===== src/rtl/tt_pkg.sv =====
package tt_pkg;
    localparam int SEL_W = 4;
    localparam int DIV_W = 4;

    typedef enum logic [2:0] {
        SRC_DIV2  = 3'd0,
        SRC_DIV4  = 3'd1,
        SRC_DIV8  = 3'd2,
        SRC_DIV16 = 3'd3,
        SRC_EXT   = 3'd4
    } src_mode_e;

    function automatic src_mode_e decode_sel(input logic [SEL_W-1:0] code);
        if (|code[SEL_W-1:2]) begin
            return SRC_EXT;
        end
        return src_mode_e'({1'b0, code[1:0]});
    endfunction
endpackage


===== src/rtl/tt_prescaler.sv =====
module tt_prescaler #(
    parameter int PS_W = 8
) (
    input  logic            clk,
    input  logic            rst_n,
    input  logic [PS_W-1:0] ps_new,
    output logic            ps_tick
);
    logic [PS_W-1:0] cnt_q;
    logic [PS_W-1:0] active_q;

    assign ps_tick = (cnt_q == active_q);

    always_ff @(posedge clk) begin
        if (!rst_n) begin
            cnt_q    <= '0;
            active_q <= '0;
        end else if (ps_tick) begin
            cnt_q    <= '0;
            active_q <= ps_new;
        end else begin
            cnt_q    <= cnt_q + 1'b1;
        end
    end

    // the count never runs past the active terminal value
    p_cnt_bound_r2: assert property (@(posedge clk) disable iff (!rst_n)
        cnt_q <= active_q);

    // the active ratio changes only at a terminal count
    p_hold_cfg_r7: assert property (@(posedge clk) disable iff (!rst_n)
        !ps_tick |=> $stable(active_q));
endmodule


===== src/rtl/tt_ext_edge.sv =====
module tt_ext_edge (
    input  logic clk,
    input  logic rst_n,
    input  logic async_in,
    output logic pulse
);
    logic [2:0] sync_q;

    always_ff @(posedge clk) begin
        if (!rst_n) begin
            sync_q <= '0;
        end else begin
            sync_q <= {sync_q[1:0], async_in};
        end
    end

    assign pulse = sync_q[1] & ~sync_q[2];

    // each detected edge yields exactly one cycle of pulse
    p_one_cycle_r6: assert property (@(posedge clk) disable iff (!rst_n)
        pulse |=> !pulse);
endmodule


===== src/rtl/tt_chan_div.sv =====
module tt_chan_div
    import tt_pkg::*;
(
    input  logic             clk,
    input  logic             rst_n,
    input  logic             ps_tick,
    input  logic             ext_pulse,
    input  logic [SEL_W-1:0] sel_new,
    output logic             tick
);
    src_mode_e        mode_q;
    src_mode_e        mode_next;
    logic [DIV_W-1:0] phase_q;

    assign mode_next = decode_sel(sel_new);

    // state register: mode latches only at the group terminal count
    always_ff @(posedge clk) begin
        if (!rst_n) begin
            mode_q <= SRC_DIV2;
        end else if (ps_tick) begin
            mode_q <= mode_next;
        end
    end

    // phase counter restarts when the mode changes
    always_ff @(posedge clk) begin
        if (!rst_n) begin
            phase_q <= '0;
        end else if (ps_tick) begin
            if (mode_next != mode_q) begin
                phase_q <= '0;
            end else begin
                phase_q <= phase_q + 1'b1;
            end
        end
    end

    // outputs
    always_comb begin
        unique case (mode_q)
            SRC_DIV2:  tick = ps_tick & phase_q[0];
            SRC_DIV4:  tick = ps_tick & (&phase_q[1:0]);
            SRC_DIV8:  tick = ps_tick & (&phase_q[2:0]);
            SRC_DIV16: tick = ps_tick & (&phase_q[3:0]);
            SRC_EXT:   tick = ext_pulse;
            default:   tick = 1'b0;
        endcase
    end

    // every tick stems from a prescaled tick or an external pulse
    p_tick_source_r4: assert property (@(posedge clk) disable iff (!rst_n)
        tick |-> (ps_tick || ext_pulse));

    // the mode holds between terminal counts
    p_mode_hold_r7: assert property (@(posedge clk) disable iff (!rst_n)
        !ps_tick |=> $stable(mode_q));
endmodule


===== src/rtl/timer_tick_tree.sv =====
module timer_tick_tree
    import tt_pkg::*;
#(
    parameter  int NUM_CH  = 5,
    parameter  int GRP0_CH = 2,
    parameter  int PS_W    = 8,
    localparam int SEL_TOT = NUM_CH * SEL_W,
    localparam int PS_TOT  = 2 * PS_W,
    localparam int CFG_W   = (SEL_TOT > PS_TOT) ? SEL_TOT : PS_TOT
) (
    input  logic              clk,
    input  logic              rst_n,
    input  logic              cfg_wr,
    input  logic              cfg_addr,
    input  logic [CFG_W-1:0]  cfg_wdata,
    output logic [CFG_W-1:0]  cfg_rdata,
    input  logic [1:0]        ext_clk,
    output logic [NUM_CH-1:0] tick
);
    logic [PS_TOT-1:0]  ps_word_q;
    logic [SEL_TOT-1:0] sel_word_q;
    logic [1:0]         grp_tick;
    logic [1:0]         ext_pulse;

    always_ff @(posedge clk) begin
        if (!rst_n) begin
            ps_word_q  <= '0;
            sel_word_q <= '0;
        end else if (cfg_wr) begin
            if (cfg_addr) begin
                sel_word_q <= cfg_wdata[SEL_TOT-1:0];
            end else begin
                ps_word_q  <= cfg_wdata[PS_TOT-1:0];
            end
        end
    end

    assign cfg_rdata = cfg_addr ? CFG_W'(sel_word_q) : CFG_W'(ps_word_q);

    for (genvar g = 0; g < 2; g++) begin : g_grp
        tt_prescaler #(.PS_W(PS_W)) u_ps (
            .clk     (clk),
            .rst_n   (rst_n),
            .ps_new  (ps_word_q[g*PS_W +: PS_W]),
            .ps_tick (grp_tick[g])
        );

        tt_ext_edge u_ext (
            .clk      (clk),
            .rst_n    (rst_n),
            .async_in (ext_clk[g]),
            .pulse    (ext_pulse[g])
        );
    end

    for (genvar i = 0; i < NUM_CH; i++) begin : g_ch
        localparam int GRP = (i < GRP0_CH) ? 0 : 1;

        tt_chan_div u_div (
            .clk       (clk),
            .rst_n     (rst_n),
            .ps_tick   (grp_tick[GRP]),
            .ext_pulse (ext_pulse[GRP]),
            .sel_new   (sel_word_q[i*SEL_W +: SEL_W]),
            .tick      (tick[i])
        );
    end

    // the select word reads back as written in the cycle after the write
    p_readback_r8: assert property (@(posedge clk) disable iff (!rst_n)
        (cfg_wr && cfg_addr) |=>
            (!cfg_addr || cfg_rdata[SEL_TOT-1:0] == $past(cfg_wdata[SEL_TOT-1:0])));
endmodule


===== config.mk =====
export PLATFORM = sky130hd
export DESIGN_NAME = timer_tick_tree
export DESIGN_NICKNAME = d
export VERILOG_FILES = /design/src/rtl/tt_pkg.sv /design/src/rtl/tt_prescaler.sv /design/src/rtl/tt_ext_edge.sv /design/src/rtl/tt_chan_div.sv /design/src/rtl/timer_tick_tree.sv
export SDC_FILE = /design/constraint.sdc
export NUM_CORES = 1
export LEC_CHECK = 0
export BUFFER_PORTS_ARGS = -buffer_cell sky130_fd_sc_hd__buf_2
export CORE_ASPECT_RATIO = 0.7
export CORE_MARGIN = 2
export CORE_UTILIZATION = 38
export CTS_BUF_LIST = sky130_fd_sc_hd__clkbuf_16
export DETAILED_ROUTE_END_ITERATION = 8
export GPL_TIMING_DRIVEN = 0
export PLACE_DENSITY = 0.65
export SYNTH_ARGS = -nofsm -noshare
export SYNTH_HDL_FRONTEND = slang
export SYNTH_HIERARCHICAL = 1
export SYNTH_SLANG_ARGS = --single-unit

===== constraint.sdc =====
create_clock -name clk -period 1.6 [get_ports clk]
set_input_delay 0.32 -clock clk [delete_from_list [all_inputs] [get_ports clk]]
set_output_delay 0.32 -clock clk [all_outputs]
set_load 0.02 [all_outputs]

==> results by group <==
Global route
  • Vias in the first global route: 4,157
  • Largest net degree at the start of global routing: ~50
  • Gr ovfl total: 0
  • Global-route wire length before repair: 20.8 mm
  • Initial antenna violation count: 0
  • Gr usage total: between 10% and 20%

Outcome
  • Failing checks: negative setup slack
  • Status: finished with violations

Job
  • MaxCap Viol Count: 0

Floorplanning
  • Die footprint: 15,100 µm²
  • Die width: roughly 150 µm
  • # rows: 36
  • I/O pin cnt: 51
  • Initial Util: 38.7%
  • Die boundary height: 103 µm
  • Core area: roughly 14,000 µm²

Clock network
  • Root buffer cell: clkbuf_16
  • CTS tree: yes
  • Clk slew on worst S/H paths: around 70 ps
  • Clock Sinks: 109
  • Cts bufs inserted: 9
  • Count of hold-fix buffers inserted at cts: 0
  • H-tree Lvls: 3
  • Max Root-Sink Buffers: 2
  • Clock Latency Late Sink: 350 ps

Synthesis
  • Avg Cell Area, Syn: 9.71 µm²
  • Synth Net Count: 590
  • Post-Syn Instances: 552
  • Area leader, netlist: dfxtp_1
  • Library cells used by synthesis: about 40
  • Post-synth ARST share: 0%
  • Synth Register Bits: approximately 110
  • Post-synth EDFFs: 0
  • Top post-synthesis cells by area: dfxtp_1, mux2i_1, nand2_1
  • Top-area cell type share of the netlist area: 40.7%
  • Synthesized cell area: 5360 µm²
  • Yosys warning total: 6
  • Sequential area share after synthesis: between 40% and 50%
  • Main synth FF type: dfxtp_1

Route
  • Drt initial violations: 222
  • Via-to-Cell Ratio: about 5.0
  • Routed length per instance: 15.0 µm
  • Via count: 4,135
  • Post-route ant nets: 0
  • DRT Pass-1 Iters: 4
  • Detailed-route DRC error count: 0
  • Post-Route WL: 12.5 mm

Timing
  • Slew headroom: 61.4%
  • Period utilization: 129%
  • Max Clk Rate: a little under 500 MHz
  • Clk_skew: 14.4 ps
  • Final Hold Fails: 0
  • Hold slack final: 176 ps
  • Tmin final: ~2100 ps
  • Slew Limit Fails: 0
  • Unrepaired setup endpoints after global routing: yes
  • # setup viols final: 37
  • Worst setup margin: -465 ps
  • Worst-Margin Slew: 579 ps

Worst setup path
  • Critical path's top delay family: buffers and inverters
  • Number of buffers and inverters on the critical path: 3
  • WS Path Type: flop to output pin
  • RR Endpoint: g_ch[2].u_div/phase_q[3]
  • R2R setup slack: -150 ps
  • Reg2reg start: g_grp[1].u_ps/cnt_q[5]
  • Most repeated library cell on the critical path: buf_8
  • Slowest CP cell: dfxtp_2
  • Worst path cell trace: xnor2_2 > nand4_1 > nor2_4 > buf_8 > buf_8 > nand2b_4 > a2bb2oi_4 > buf_6
  • CP required: 1280 ps
  • Slowest Stage Delay on Critical Path: ~350 ps
  • CP Capture Type: output pin
  • WP data arrival: 1740 ps
  • Crit path max fanout: 4
  • Reg2reg path depth: 10
  • Startpoint types: flop

Layout
  • Sequential standard cell area: 2230 µm²
  • Multi-input logic area: 3240 µm²
  • Diode count: 0
  • Most common library cell in the layout ignoring fill and taps: nand2_1
  • Layout cells sized above 1: 31.7%
  • Filler Cells Inserted: between 1,000 and 1,500
  • Layout area overhead: 26.8%
  • Nets: 677
  • Final Core Density: 49.0%
  • Most frequent cells in the layout: nand2_1, dfxtp_1, mux2i_1

Worst hold path
  • Hold Crit Class: primary input to flop
  • Hold Path End: g_grp[0].u_ext/sync_q[0]
  • Hold path startpoint: ext_clk[0]
  • Hold Path Stages: 2

Power
  • Switching power: 3.84 mW
  • Sw Ratio: 35.1%
  • Pwr Density: 1610 nW/µm²
  • Leak: 2.83 nW
  • Comb pwr share: 51.0%
  • Total Power: about 11 mW
  • Internal power: 7.09 mW
  • Flop pwr share: 30.0%
  • Worst vdd rail ir drop: 721 µV
  • Clock power frac: between 10% and 20%

Place
  • HPWL Detailed: 8.81 mm
  • Routability cong.: 0.798
  • IO buf count: 49
sequential cells by signal, summed over array words and instances, names as in the netlist:
signal,flops
g_ch.u_div/mode_q,15
g_ch.u_div/phase_q,20
g_grp.u_ext/sync_q,6
g_grp.u_ps/active_q,16
g_grp.u_ps/cnt_q,16
ps_word_q,16
sel_word_q,20
what timing repair did:
action,CTS,global route
setup endpoints to repair,47,41
buffers inserted,24,4
resized for setup,60,20
pin swaps,17,14
cells in the mapped netlist (8+ instances only):
master    number
dfxtp_1      109
nand2_1      104
mux2i_1       53
xnor2_1       27
nor2b_1       25
nor3b_1       19
mux2_2        16
nand4_1       15
and2_1        13
ha_1          12
xor2_1        11
a211oi_1      10
a22o_1        10
nor3_1        10
buf_4          8
cell families (layout without fill, tap and decap cells):
kind of cell	count (synthesis)	in the layout	share of synthesized area, %
flops	109	109	40.7
compound gates	49	49	7.26
buf+inv	34	125	4.78
fa+ha+maj	12	12	2.80
xor+xnor	38	38	6.21
simple gates	236	236	24.0
mux	74	74	14.3
routing by layer:
layer	part of all wire (%)	GRT usage (%)	wire length, µm	vias up
met5	0	0	0	-
met4	0.94	5.00	117	0
met3	3.8	3.07	480	8
met2	45	28.4	5620	67
met1	50	23.1	6290	1957
li1	-	-	-	2103
worst max-delay path by stage:
| stage | from | endpoint | slack (ps) | cells past startpoint |
|---|---|---|---|---|
| 5_1_grt | g_grp[1].u_ps/cnt_q[4] | tick[3] | -540 | 8 |
| 3_5_place_dp | g_grp[0].u_ps/cnt_q[2] | tick[1] | -420 | 8 |
| 3_3_place_gp | g_grp[1].u_ps/active_q[1] | tick[3] | -410 | 8 |
| 2_1_floorplan | g_grp[1].u_ps/cnt_q[4] | tick[2] | -120 | 7 |
| 6_report | g_grp[1].u_ps/cnt_q[5] | tick[3] | -460 | 8 |
| 4_1_cts | g_grp[0].u_ps/active_q[2] | tick[1] | -470 | 8 |
area by class of cell:
class	instances	area share [%]
multi-input combinational	409	47.7
sequential	109	32.7
timing repair buffer	76	7.86
buffer	29	4.05
tap	190	3.50
clock buffer	9	3.31
clock inverter	6	0.589
inverter	5	0.276
stage by stage:
stage,worst slack [ps],cell area (µm²),setup TNS (ps),std cells
after floorplan,-121,5550,-942,552
final,-465,6800,-3810,833
after global placement,-412,6030,-19070,791
after global routing,-541,6800,-7500,833
after detailed placement,-418,6030,-23940,791
after CTS,-466,6710,-4710,830
power by group through the flow:
stage                     logic [mW]  clock network, mW  registers, mW
after floorplan                 3.15                  0           3.25
after global placement          3.71                  0           3.30
after detailed placement        3.82                  0           3.32
after CTS                       5.38               2.11           3.26
after global routing            5.95               2.24           3.31
final                           5.58               2.08           3.28
(Power assumes the default switching activity.)
